**config.mk**
```make
export PLATFORM = sky130hd
export DESIGN_NAME = dram_addr_ctrl
export DESIGN_NICKNAME = d
export VERILOG_FILES = /design/src/rtl/dac_pkg.sv /design/src/rtl/dac_refresh_sched.sv /design/src/rtl/dac_sequencer.sv /design/src/rtl/dac_addr_path.sv /design/src/rtl/dram_addr_ctrl.sv
export SDC_FILE = /design/constraint.sdc
export NUM_CORES = 1
export LEC_CHECK = 0
export ABC_AREA = 1
export BUFFER_PORTS_ARGS = -buffer_cell sky130_fd_sc_hd__buf_2
export CAP_MARGIN = 0
export CORE_UTILIZATION = 50
export DETAILED_ROUTE_END_ITERATION = 10
export GPL_TIMING_DRIVEN = 0
export PLACE_DENSITY = 0.73
export SLEW_MARGIN = 25
export SYNTH_ARGS = -nofsm -noshare
export SYNTH_HDL_FRONTEND = slang
export SYNTH_SLANG_ARGS = --single-unit
```
**constraint.sdc**
```tcl
create_clock -name clk -period 2.4 [get_ports clk]
set_input_delay 0.36 -clock clk [delete_from_list [all_inputs] [get_ports clk]]
set_output_delay 0.36 -clock clk [all_outputs]
set_load 0.05 [all_outputs]
```
**src/rtl/dac_pkg.sv**
```systemverilog
package dac_pkg;
  typedef enum logic [3:0] {
    ST_IDLE,
    ST_ROW_SETUP,
    ST_ROW_STROBE,
    ST_COL_SETUP,
    ST_COL_STROBE,
    ST_DONE,
    ST_REF_SETUP,
    ST_REF_STROBE,
    ST_REF_END
  } seq_state_t;

  typedef enum logic [1:0] {
    SEL_NONE,
    SEL_ROW,
    SEL_COL,
    SEL_REF
  } addr_sel_t;
endpackage

```
**src/rtl/dac_refresh_sched.sv**
```systemverilog
module dac_refresh_sched #(
  parameter int ROW_W       = 12,
  parameter int REFRESH_CYC = 512
) (
  input  logic             clk,
  input  logic             rst_n,
  input  logic             ref_done_i,
  output logic             due_o,
  output logic [ROW_W-1:0] ref_row_o
);
  localparam int TMR_W = (REFRESH_CYC > 1) ? $clog2(REFRESH_CYC) : 1;
  localparam logic [TMR_W-1:0] TMR_LAST = TMR_W'(REFRESH_CYC - 1);

  logic [TMR_W-1:0] tmr_q;
  logic             expire;

  assign expire = (tmr_q == TMR_LAST);

  always_ff @(posedge clk) begin
    if (!rst_n) begin
      tmr_q     <= '0;
      due_o     <= 1'b0;
      ref_row_o <= '0;
    end else begin
      tmr_q <= expire ? '0 : tmr_q + 1'b1;
      if (expire)          due_o <= 1'b1;
      else if (ref_done_i) due_o <= 1'b0;
      if (ref_done_i) ref_row_o <= ref_row_o + 1'b1;
    end
  end
endmodule

```
**src/rtl/dac_sequencer.sv**
```systemverilog
module dac_sequencer
  import dac_pkg::*;
#(
  parameter int BURST_LEN = 4
) (
  input  logic       clk,
  input  logic       rst_n,
  input  logic       req_i,
  input  logic       rw_i,
  input  logic       burst_i,
  input  logic       due_i,
  output seq_state_t state_o,
  output addr_sel_t  sel_o,
  output logic       accept_o,
  output logic       ref_done_o,
  output logic       col_step_o,
  output logic       ras_n_o,
  output logic       cas_n_o,
  output logic       cs_o,
  output logic       mem_rw_o,
  output logic       mfc_o
);
  localparam int BEAT_W = (BURST_LEN > 1) ? $clog2(BURST_LEN) : 1;
  localparam logic [BEAT_W-1:0] BEAT_LAST = BEAT_W'(BURST_LEN - 1);

  seq_state_t        st_q, st_d;
  logic              rw_q, burst_q;
  logic [BEAT_W-1:0] beat_q;
  logic              last_beat;

  assign last_beat = !burst_q || (beat_q == BEAT_LAST);

  always_comb begin
    st_d       = st_q;
    accept_o   = 1'b0;
    col_step_o = 1'b0;
    unique case (st_q)
      ST_IDLE: begin
        if (due_i)      st_d = ST_REF_SETUP;
        else if (req_i) begin
          st_d     = ST_ROW_SETUP;
          accept_o = 1'b1;
        end
      end
      ST_ROW_SETUP:  st_d = ST_ROW_STROBE;
      ST_ROW_STROBE: st_d = ST_COL_SETUP;
      ST_COL_SETUP:  st_d = ST_COL_STROBE;
      ST_COL_STROBE: begin
        if (last_beat) st_d = ST_DONE;
        else begin
          st_d       = ST_COL_SETUP;
          col_step_o = 1'b1;
        end
      end
      ST_DONE:       st_d = ST_IDLE;
      ST_REF_SETUP:  st_d = ST_REF_STROBE;
      ST_REF_STROBE: st_d = ST_REF_END;
      ST_REF_END:    st_d = ST_IDLE;
      default:       st_d = ST_IDLE;
    endcase
  end

  always_ff @(posedge clk) begin
    if (!rst_n) begin
      st_q    <= ST_IDLE;
      rw_q    <= 1'b1;
      burst_q <= 1'b0;
      beat_q  <= '0;
    end else begin
      st_q <= st_d;
      if (accept_o) begin
        rw_q    <= rw_i;
        burst_q <= burst_i & rw_i;
        beat_q  <= '0;
      end else if (col_step_o) begin
        beat_q <= beat_q + 1'b1;
      end
    end
  end

  always_comb begin
    unique case (st_q)
      ST_ROW_SETUP, ST_ROW_STROBE: sel_o = SEL_ROW;
      ST_COL_SETUP, ST_COL_STROBE: sel_o = SEL_COL;
      ST_REF_SETUP, ST_REF_STROBE: sel_o = SEL_REF;
      default:                     sel_o = SEL_NONE;
    endcase
  end

  assign state_o    = st_q;
  assign ref_done_o = (st_q == ST_REF_END);
  assign ras_n_o    = !((st_q == ST_ROW_STROBE) || (st_q == ST_COL_SETUP) ||
                        (st_q == ST_COL_STROBE) || (st_q == ST_REF_STROBE));
  assign cas_n_o    = !(st_q == ST_COL_STROBE);
  assign cs_o       = (st_q != ST_IDLE);
  assign mem_rw_o   = ((st_q == ST_COL_SETUP) || (st_q == ST_COL_STROBE) ||
                       (st_q == ST_ROW_SETUP) || (st_q == ST_ROW_STROBE)) ? rw_q : 1'b1;
  assign mfc_o      = (st_q == ST_DONE);
endmodule

```
**src/rtl/dac_addr_path.sv**
```systemverilog
module dac_addr_path
  import dac_pkg::*;
#(
  parameter int ROW_W = 12,
  parameter int COL_W = 9,
  parameter int MA_W  = 12
) (
  input  logic                   clk,
  input  logic                   rst_n,
  input  logic                   load_i,
  input  logic [ROW_W+COL_W-1:0] addr_i,
  input  logic                   col_step_i,
  input  addr_sel_t              sel_i,
  input  logic [ROW_W-1:0]       ref_row_i,
  output logic [MA_W-1:0]        mem_addr_o
);
  function automatic logic [ROW_W-1:0] row_field(input logic [ROW_W+COL_W-1:0] a);
    return a[ROW_W+COL_W-1:COL_W];
  endfunction

  function automatic logic [COL_W-1:0] col_field(input logic [ROW_W+COL_W-1:0] a);
    return a[COL_W-1:0];
  endfunction

  logic [ROW_W-1:0] row_q;
  logic [COL_W-1:0] col_q;

  always_ff @(posedge clk) begin
    if (!rst_n) begin
      row_q <= '0;
      col_q <= '0;
    end else if (load_i) begin
      row_q <= row_field(addr_i);
      col_q <= col_field(addr_i);
    end else if (col_step_i) begin
      col_q <= col_q + 1'b1;
    end
  end

  always_comb begin
    unique case (sel_i)
      SEL_ROW: mem_addr_o = MA_W'(row_q);
      SEL_COL: mem_addr_o = MA_W'(col_q);
      SEL_REF: mem_addr_o = MA_W'(ref_row_i);
      default: mem_addr_o = '0;
    endcase
  end
endmodule

```
**src/rtl/dram_addr_ctrl.sv**
```systemverilog
module dram_addr_ctrl
  import dac_pkg::*;
#(
  parameter int ROW_W       = 12,
  parameter int COL_W       = 9,
  parameter int REFRESH_CYC = 512,
  parameter int BURST_LEN   = 4,
  localparam int ADDR_W     = ROW_W + COL_W,
  localparam int MA_W       = (ROW_W > COL_W) ? ROW_W : COL_W
) (
  input  logic              clk,
  input  logic              rst_n,
  input  logic              req_i,
  input  logic              rw_i,
  input  logic              burst_i,
  input  logic [ADDR_W-1:0] addr_i,
  output logic [MA_W-1:0]   mem_addr_o,
  output logic              ras_n_o,
  output logic              cas_n_o,
  output logic              cs_o,
  output logic              mem_rw_o,
  output logic              mfc_o
);
  seq_state_t       state;
  addr_sel_t        sel;
  logic             ev_accept;
  logic             ev_ref_done;
  logic             ev_col_step;
  logic             ref_due;
  logic [ROW_W-1:0] ref_row;

  dac_refresh_sched #(
    .ROW_W(ROW_W), .REFRESH_CYC(REFRESH_CYC)
  ) u_ref (
    .clk(clk), .rst_n(rst_n), .ref_done_i(ev_ref_done),
    .due_o(ref_due), .ref_row_o(ref_row)
  );

  dac_sequencer #(
    .BURST_LEN(BURST_LEN)
  ) u_seq (
    .clk(clk), .rst_n(rst_n), .req_i(req_i), .rw_i(rw_i), .burst_i(burst_i),
    .due_i(ref_due), .state_o(state), .sel_o(sel), .accept_o(ev_accept),
    .ref_done_o(ev_ref_done), .col_step_o(ev_col_step), .ras_n_o(ras_n_o),
    .cas_n_o(cas_n_o), .cs_o(cs_o), .mem_rw_o(mem_rw_o), .mfc_o(mfc_o)
  );

  dac_addr_path #(
    .ROW_W(ROW_W), .COL_W(COL_W), .MA_W(MA_W)
  ) u_addr (
    .clk(clk), .rst_n(rst_n), .load_i(ev_accept), .addr_i(addr_i),
    .col_step_i(ev_col_step), .sel_i(sel), .ref_row_i(ref_row),
    .mem_addr_o(mem_addr_o)
  );
endmodule

```
==> results.md, run 1 <==
- Status: finished clean
- Cell family with most CP delay: buffers and inverters
- Crit path cell chain: buf_4 -> inv_2 -> nor3_4 -> buf_2 -> o21ai_1 -> o221ai_1 -> buf_2
- Layout cell share with drive strength beyond 1: 19.6%
- Worst path most repeated cell: buf_2
- P&R area growth vs syn: 15.2%
- Buf/Inv on CP: 4
- Placed instance area: 0.00300 mm^2
- Ys flop type: dfxtp_1
- Hold_ws: 269 ps
- Number of antenna diodes: 0
- Slowest CP cell: dfxtp_1
- Final RePlAce weighted congestion: 0.847
- Crit-path max FO: 10
- Top cell type by total area after synthesis: dfxtp_1
- Final Hold Fails: 0
- Root Driver: clkbuf_8
- Vias in the first global route: 2294
- Final nets: 459
- Most common cell in the netlist: nand2_1
- H-tree depth: 2
- Largest cells by area after synthesis: dfxtp_1 38%, nand2_1 9.9%, nor2_1 9.5%
- DPL Wire Length: 4970 um
- Setup Skew: 8.88 ps
- Mean area per synthesized cell: 7.12 um^2
- Worst-Skew Late Latency: 310 ps
- Routed via count: 2580
- Reg2reg setup slack: 740 ps
- Async SR Flop Fraction: 0%
- Post-synth EDFFs: 0
- Core area: 0.00514 mm^2
- Final std cells w/o fill: 499
- Count of state elements after synthesis: 51
- GR Overflow Total: 0
- Detailed-route vias per instance: 5.17
- Placed insts: 491
- Reg clk slew, reported paths: 90 ps
- Routed Antenna Nets: 0
- Crit-path max cell delay: 320 ps
- Full die area: 0.00570 mm^2
- Synth top cells by count: 71 x nand2_1, 68 x nor2_1, 51 x dfxtp_1
- CP startpoint kind: register
- Pwr Density: 884 mW/mm^2
- Max-slew violations: 0
- CP arrival: 1910 ps
- Post-synthesis sequential area ratio: 37.8%
- Die Height: 75.5 um
- DRC: 0
- Fillers: 518
- First-pass iteration count of the detailed router: 4
- Fmax: 440 MHz
- Drt wl/cell: 12.7 um
- Total Wirelength: 6350 um
- Worst-Margin Slew: 519 ps
- Initial antenna violation count: 0
- Crit path required time: 2040 ps
- Synthesized Nets: 410
- Type of the worst setup path: reg2out
- Clock sink count: 51
- Pleak: 1.30 nW
- Area share of the largest cell type after synthesis: 37.8%
- Initial Util: 52.5%
- TNS Setup: 0 ps
- Minimum clock period: 2270 ps
- Synth unique cells: 35
- Post CTS Setup Buffer Count: 0
- Die Wd: 75.5 um
- CTS tree: yes
- Post-Syn Instances: 379
- Final Setup Violations: 0
- First-pass GRT wire length: 10100 um
- Gr usage total: 23.8%
- Crit. End Element: output pin
- Resize count post-CTS: 0
- # rows: 26
- Hold-fix buffers, CTS: 0
- HP Class: in2reg
- Relative slew margins: 65.4%
- Port Buf Inserts: 42
- Clock tree buffer depth: 2
- Peak VDD IR: 404 uV
- CTS buffer count: 5
- Post-route cell area: 0.00311 mm^2
- Max-cap viol count: 0
- Period utilization: 94.6%
- Yosys warnings: 0
- Initial DRC Count: 166
- I/O pins: 43
- Largest net degree at the start of global routing: 17
- Post-layout util: 60.5%
- Syn Std Cell Area: 0.00270 mm^2
[layout make-up]
| cell class | instances | area (um^2) | share of cell area (%) |
|---|---|---|---|
| multi-input cells | 279 | 1490 | 47.8 |
| flip-flops and latches | 51 | 1020 | 32.9 |
| repair buffers | 42 | 223 | 7.16 |
| inverters | 39 | 146 | 4.71 |
| well taps | 70 | 87.6 | 2.82 |
| clock buffers | 6 | 72.6 | 2.33 |
| plain buffers | 10 | 53.8 | 1.73 |
| clock inverters | 2 | 16.3 | 0.523 |
[placed cells by master, fill, tap and decap left out, drive strengths merged, types with 2 or more instances in the layout]
master | Yosys | routed
a21oi | 17 | 17
a31oi | 5 | 5
buf | 8 | 47
clkbuf | 2 | 11
dfxtp | 51 | 51
ha | 5 | 5
inv | 39 | 40
nand2 | 73 | 73
nand3 | 25 | 25
nand4 | 5 | 5
nor2 | 75 | 75
nor3 | 8 | 8
nor3b | 2 | 2
o211ai | 5 | 5
o21ai | 41 | 41
o221ai | 5 | 5
xor2 | 8 | 8
[final timing paths]
path                          endpoint                           from  cells after the start
max                      mem_addr_o[0]  u_seq.state_o[1]$_SDFFE_PN0P_                      7
max reg2reg  u_ref.tmr_q[7]$_SDFF_PP0_      u_ref.tmr_q[0]$_SDFF_PP0_                      9
min reg2reg  u_ref.tmr_q[0]$_SDFF_PP0_      u_ref.tmr_q[0]$_SDFF_PP0_                      1
min            u_seq.rw_q$_SDFFE_PN1P_                           rw_i                      3
[sequential cells by signal, indices dropped and copies added (netlist names)]
name             cells
u_seq.burst_q        1
u_ref.tmr_q          9
u_seq.state_o        4
u_addr.row_q        12
u_ref.due_o          1
u_ref.ref_row_o     12
u_addr.col_q         9
u_seq.rw_q           1
u_seq.beat_q         2
[power breakdown]
part	switching (W)	total, W	internal (W)
combinational	0.000823	0.00117	0.000345
clock	0.000301	0.000511	0.000210
sequential	0.000103	0.00107	0.000965
total	0.00123	0.00275	0.00152
[metal layers]
layer | wire length (um) | up-vias | track usage, %
li1 | - | 1350 | -
met1 | 2960 | 1161 | 29.8
met2 | 2990 | 59 | 40.2
met3 | 311 | 10 | 5.29
met4 | 95 | 0 | 8.44
met5 | 0 | - | 0
[per-stage QoR]
step	power, W	setup WS, ps
5_1_grt	0.00293	-12.5
3_3_place_gp	0.00222	389
2_1_floorplan	0.00197	57.6
6_report	0.00275	129
4_1_cts	0.00274	58.2
3_5_place_dp	0.00224	401
[tightest hold or removal path: cells and delay by family]
kind | cells | cell delay (ps)
buffers and inverters | 1 | 90
AND/OR/NAND/NOR | 1 | 50
AO/OA/AOI/OAI | 1 | 60
[cells by family after synthesis]
| group | Yosys count | synth area share, % |
|---|---|---|
| buffers and inverters | 49 | 7.41 |
| AND/OR/NAND/NOR | 191 | 34.4 |
| adder cells (fa/ha/maj) | 5 | 2.32 |
| flip-flops | 51 | 37.8 |
| XOR/XNOR | 8 | 2.60 |
| AO/OA/AOI/OAI | 75 | 15.5 |
No activity file was read; power rests on OpenSTA's default activity.
==> inputs of run 2 (changes only) <==
Settings changed: BUFFER_PORTS_ARGS -buffer_cell sky130_fd_sc_hd__buf_2 to unset, DONT_BUFFER_PORTS set to 1, PLACE_DENSITY 0.73 to 0.66.
==> run 2 against run 1 <==
Utilization is 0.32 points higher. Count of clock-buffer cells in the layout is 2 higher. Global-route usage is 0.29 points higher. Critical endpoint is now mem_addr_o[3]. Clock power is 7.4% higher. Setup slack worse by 120 ps. Critical path type unchanged. Sequential share of layout area hardly changed. Highest routed layer unchanged. Cell area is 0.52% higher.
==> results.md, run 2 (synthesized netlist as in run 1, its figures left out) <==
- Initial antenna violation count: 0
- Crit path from: u_seq.state_o[2]$_SDFFE_PN0P_
- H-tree depth: 2
- Initial Util: 52.5%
- Most frequent cells in the layout: 68 x nand2_1, 68 x nor2_1, 48 x dfxtp_1
- Gr usage total: 24.1%
- Reg2reg end: u_seq.state_o[2]$_SDFFE_PN0P_
- Core area: 0.00514 mm^2
- Initial DRC Count: 155
- Root Driver: clkbuf_8
- Crit path required time: 2040 ps
- Routed via count: 2493
- RSZ-0062 raised after global routing: true
- P&R area growth vs syn: 15.8%
- Number of antenna diodes: 0
- Die Height: 75.5 um
- DPL Wire Length: 4950 um
- Tot Pwr: 0.00288 W
- Regs by FF count: u_addr.row_q x12, u_ref.ref_row_o x12
- Worst-Skew Late Latency: 310 ps
- CTS buffer count: 5
- R2R depth: 7
- Fmax: 418 MHz
- Pleak: 1.23 nW
- Crit. End Element: output pin
- Placed insts: 449
- Final std cells w/o fill: 471
- DRC: 0
- Drt wl/cell: 14.1 um
- Placed instance area: 0.00282 mm^2
- Clock sink count: 51
- Pwr Density: 923 mW/mm^2
- I/O pins: 43
- Die Wd: 75.5 um
- CTS tree: yes
- Period utilization: 99.7%
- Max-cap viol count: 0
- Reg clk slew, reported paths: 90 ps
- FF-to-FF Start: u_seq.state_o[1]$_SDFFE_PN0P_
- Total Wirelength: 6660 um
- Worst-Margin Slew: 1060 ps
- Relative slew margins: 29.0%
- GR Overflow Total: 0
- Post-layout util: 60.8%
- HP Class: in2reg
- Largest net degree at the start of global routing: 15
- CP startpoint kind: register
- Port Buf Inserts: 0
- First-pass iteration count of the detailed router: 4
- Full die area: 0.00570 mm^2
- Final nets: 431
- Status: finished clean
- Crit-path max FO: 6
- Type of the worst setup path: reg2out
- Setup Skew: 7.88 ps
- Clock tree buffer depth: 2
- First-pass GRT wire length: 10100 um
- Peak VDD IR: 428 uV
- Routed Antenna Nets: 0
- Layout cell share with drive strength beyond 1: 17.5%
- Post-route cell area: 0.00313 mm^2
- Final Setup Violations: 0
- Minimum clock period: 2390 ps
- CP Capture Point: mem_addr_o[3]
- Detailed-route vias per instance: 5.29
- Reg2reg setup slack: 690 ps
- CP arrival: 2030 ps
- Final RePlAce weighted congestion: 0.844
- Vias in the first global route: 2176
- Hold-fix buffers, CTS: 0
- # rows: 26
- Max-slew violations: 0
- Final Hold Fails: 0
## run 2: cell types whose count changed in the layout (fill, tap and decap cells not counted), sizes merged
cell and change:
inv -1, buf -25, clkinvlp -1, clkbuf -1
## run 2: power by group
group	internal [W]	total [W]	switching [W]	leakage (nW)
clock	0.000264	0.000549	0.000285	0.0515
combinational	0.000373	0.00126	0.000887	0.756
sequential	0.000965	0.00107	0.000110	0.418
## run 2: worst min path at each step
| stage | from | endpoint | slack [ps] | depth (start not counted) |
|---|---|---|---|---|
| floorplan | u_ref.tmr_q[0]$_SDFF_PP0_ | u_ref.tmr_q[0]$_SDFF_PP0_ | 420 | 1 |
| global placement | u_ref.tmr_q[0]$_SDFF_PP0_ | u_ref.tmr_q[0]$_SDFF_PP0_ | 430 | 1 |
| detailed placement | u_ref.tmr_q[0]$_SDFF_PP0_ | u_ref.tmr_q[0]$_SDFF_PP0_ | 440 | 1 |
| CTS | rw_i | u_seq.rw_q$_SDFFE_PN1P_ | 160 | 2 |
| global route | rw_i | u_seq.rw_q$_SDFFE_PN1P_ | 200 | 2 |
| finish | rw_i | u_seq.rw_q$_SDFFE_PN1P_ | 170 | 2 |
## run 2: through the flow
| step | hold slack, ps | setup TNS, ps | worst slack (ps) |
|---|---|---|---|
| after global placement | 430 | -1270 | -184 |
| final | 171 | 0 | 7.17 |
| after global routing | 200 | -62.4 | -52.5 |
| after detailed placement | 438 | -388 | -195 |
| after CTS | 164 | -2.35 | -2.35 |
| after floorplan | 418 | 0 | 57.6 |
## run 2: area by class of cell
type                    count  area (um^2)
inverters                  39          156
clock buffers               8          100
repair buffers             14          105
well taps                  70         87.6
fillers                   513         2010
flip-flops and latches     51         1030
multi-input cells         279         1590
plain buffers              10         57.6
## run 2: metal layers
layer / global-route usage (%) / wire length [um] / up-vias
met1: 32.1 / 3100 / 1137
met4: 9.05 / 114 / 0
met3: 6.08 / 404 / 8
met5: 0 / 0 / -
li1: - / - / 1297
met2: 37.5 / 3040 / 51
## run 2: critical path, cell delays in order, from the launching register on
cell	delay [ps]
dfxtp_2	360
inv_4	50
nor2_4	160
nand2_8	140
nand2_8	120
inv_8	40
o211ai_1	840
## run 2: timing repair
| action | CTS | global route |
|---|---|---|
| resized for setup | 15 | 9 |
| pin swaps | 7 | 6 |
| gates cloned | 0 | 0 |
| setup buffers | 7 | 7 |
| setup endpoints to repair | 13 | 3 |
==> inputs of run 3 (changes only) <==
Clock period 2.4 ns to 2.85 ns, I/O delays scaled along.
==> run 3 against run 2 <==
Sequential share of layout area rose by 1.2 points. Die area did not move. Setup slack gained 110 ps. Sequential power down 16%. Critical path depth unchanged. Clock power rose by 7.7%. Sequential cell count is the same. Clock skew about the same. First-iteration DRC count shrank 7.7%. Worst hold slack better by 75 ps.
==> results.md, run 3 (synthesized netlist as in run 1, its figures left out) <==
- Commonest non-fill, non-tap cell in the layout: nand2_1
- GR Util met3: 5.69%
- Full die area: 0.00570 mm^2
- Total Wirelength: 6450 um
- Status: finished clean
- Port Buf Inserts: 0
- Detailed-route vias per instance: 5.29
- Worst-Margin Slew: 1060 ps
- Fmax: 367 MHz
- Number of antenna diodes: 0
- CTS buffer count: 5
- Final nets: 420
- H-tree depth: 2
- Pre-CTS WS: -32.8 ps
- Vias in the first global route: 2137
- Hold path endpoint: u_ref.ref_row_o[0]$_SDFFE_PN0P_
- Period utilization: 95.7%
- Core area: 0.00514 mm^2
- CP arrival: 2300 ps
- CTS tree: yes
- CP startpoint kind: register
- Pleak: 1.16 nW
- Die Wd: 75.5 um
- Final Setup Violations: 0
- Largest net degree at the start of global routing: 17
- FF-to-FF Start: u_seq.state_o[1]$_SDFFE_PN0P_
- Crit path required time: 2420 ps
- Clock tree buffer depth: 2
- Gr usage total: 23.7%
- Initial DRC Count: 143
- DRC: 0
- Reg2reg setup slack: 1140 ps
- Final WS setup: 122 ps
- Peak VDD IR: 377 uV
- Crit-path max FO: 10
- Type of the worst setup path: reg2out
- Routed via count: 2432
- First-pass GRT wire length: 10200 um
- Initial antenna violation count: 0
- HP Class: in2reg
- Relative slew margins: 28.9%
- Final Hold Fails: 0
- Clock sink count: 51
- Min-delay src: rst_n
- GRT met1 Usage: 32.0%
- Reg clk slew, reported paths: 100 ps
- Pwr Density: 813 mW/mm^2
- Setup Skew: 8.20 ps
- R2R depth: 6
- Die Height: 75.5 um
- Layout cell share with drive strength beyond 1: 13.3%
- DPL Wire Length: 4960 um
- GRT busiest layer: met2
- Most frequent cells in the layout: 69 x nand2_1, 68 x nor2_1, 51 x dfxtp_1
- GR Layer Usage met2: 36.8%
- GR Overflow Total: 0
- I/O pins: 43
- Minimum clock period: 2730 ps
- Hold depth: 2
- First-pass iteration count of the detailed router: 4
- Drt wl/cell: 14.0 um
- Worst-Skew Late Latency: 300 ps
- Reg2reg end: u_seq.state_o[1]$_SDFFE_PN0P_
- Initial Util: 52.5%
- Routed Antenna Nets: 0
- # rows: 26
- Regs by FF count: u_addr.row_q x12, u_ref.ref_row_o x12
- Max-cap viol count: 0
- Root Driver: clkbuf_8
- RSZ-0062 raised after global routing: false
- Crit. End Element: output pin
- Final RePlAce weighted congestion: 0.842
- Max-slew violations: 0
- P&R area growth vs syn: 10.9%
- Post-layout util: 58.3%
run 3: worst max path at each step:
| stage | startpoint | end | slack [ps] | cells past startpoint |
|---|---|---|---|---|
| after global placement | u_seq.state_o[2]$_SDFFE_PN0P_ | mem_addr_o[0] | 10 | 6 |
| after CTS | u_seq.state_o[1]$_SDFFE_PN0P_ | mem_addr_o[3] | 60 | 6 |
| after global routing | u_seq.state_o[2]$_SDFFE_PN0P_ | mem_addr_o[6] | 30 | 5 |
| after detailed placement | u_seq.state_o[2]$_SDFFE_PN0P_ | mem_addr_o[8] | -30 | 6 |
| after floorplan | u_seq.state_o[2]$_SDFFE_PN0P_ | mem_addr_o[0] | 260 | 6 |
| final | u_seq.state_o[1]$_SDFFE_PN0P_ | mem_addr_o[3] | 120 | 6 |
run 3: critical path: stages, from the launching register on:
cell and delay, ps:
dfxtp_1 320, buf_4 180, nor2_8 230, nand2_4 180, nand2_2 150, inv_2 90, o211ai_1 840
run 3: cell type report:
type                       instances  area [um^2]
fill                             521         2150
multi-input combinational        279         1530
sequential                        51         1020
inverter                          39          146
tap                               70         87.6
clock buffer                       5         68.8
clock inverter                     3         67.6
buffer                            10         53.8
timing repair buffer               3         22.5
run 3: per-layer routing:
layer	routed length, um	part of all wire [%]	vias up
met4	90	1.4	0
met1	3050	47	1084
met3	422	6.5	10
li1	-	-	1273
met5	0	0	-
met2	2890	45	65
run 3: power breakdown:
group,internal [W],switching (W),leakage (nW)
registers,0.000811,0.0000895,0.416
logic,0.000244,0.000697,0.681
clock network,0.000350,0.000241,0.0644
total,0.00141,0.00103,1.16
run 3: metrics by stage:
stage / hold slack, ps / power [W] / cells / cell area, um^2 / TNS [ps]
5_1_grt: 266 / 0.00257 / 460 / 2990 / 0
4_1_cts: 238 / 0.00244 / 460 / 2990 / 0
3_3_place_gp: 430 / 0.00181 / 449 / 2790 / 0
3_5_place_dp: 440 / 0.00184 / 449 / 2820 / -32.8
6_report: 246 / 0.00243 / 460 / 2990 / 0
2_1_floorplan: 418 / 0.00166 / 379 / 2700 / 0
run 3: timing repair:
| action | in CTS | in global routing |
|---|---|---|
| pin swaps | 2 | 2 |
| setup buffers | 3 | 0 |
| hold buffers | 0 | 0 |
| gates resized for setup | 3 | 1 |
| endpoints found under the setup margin | 7 | 1 |
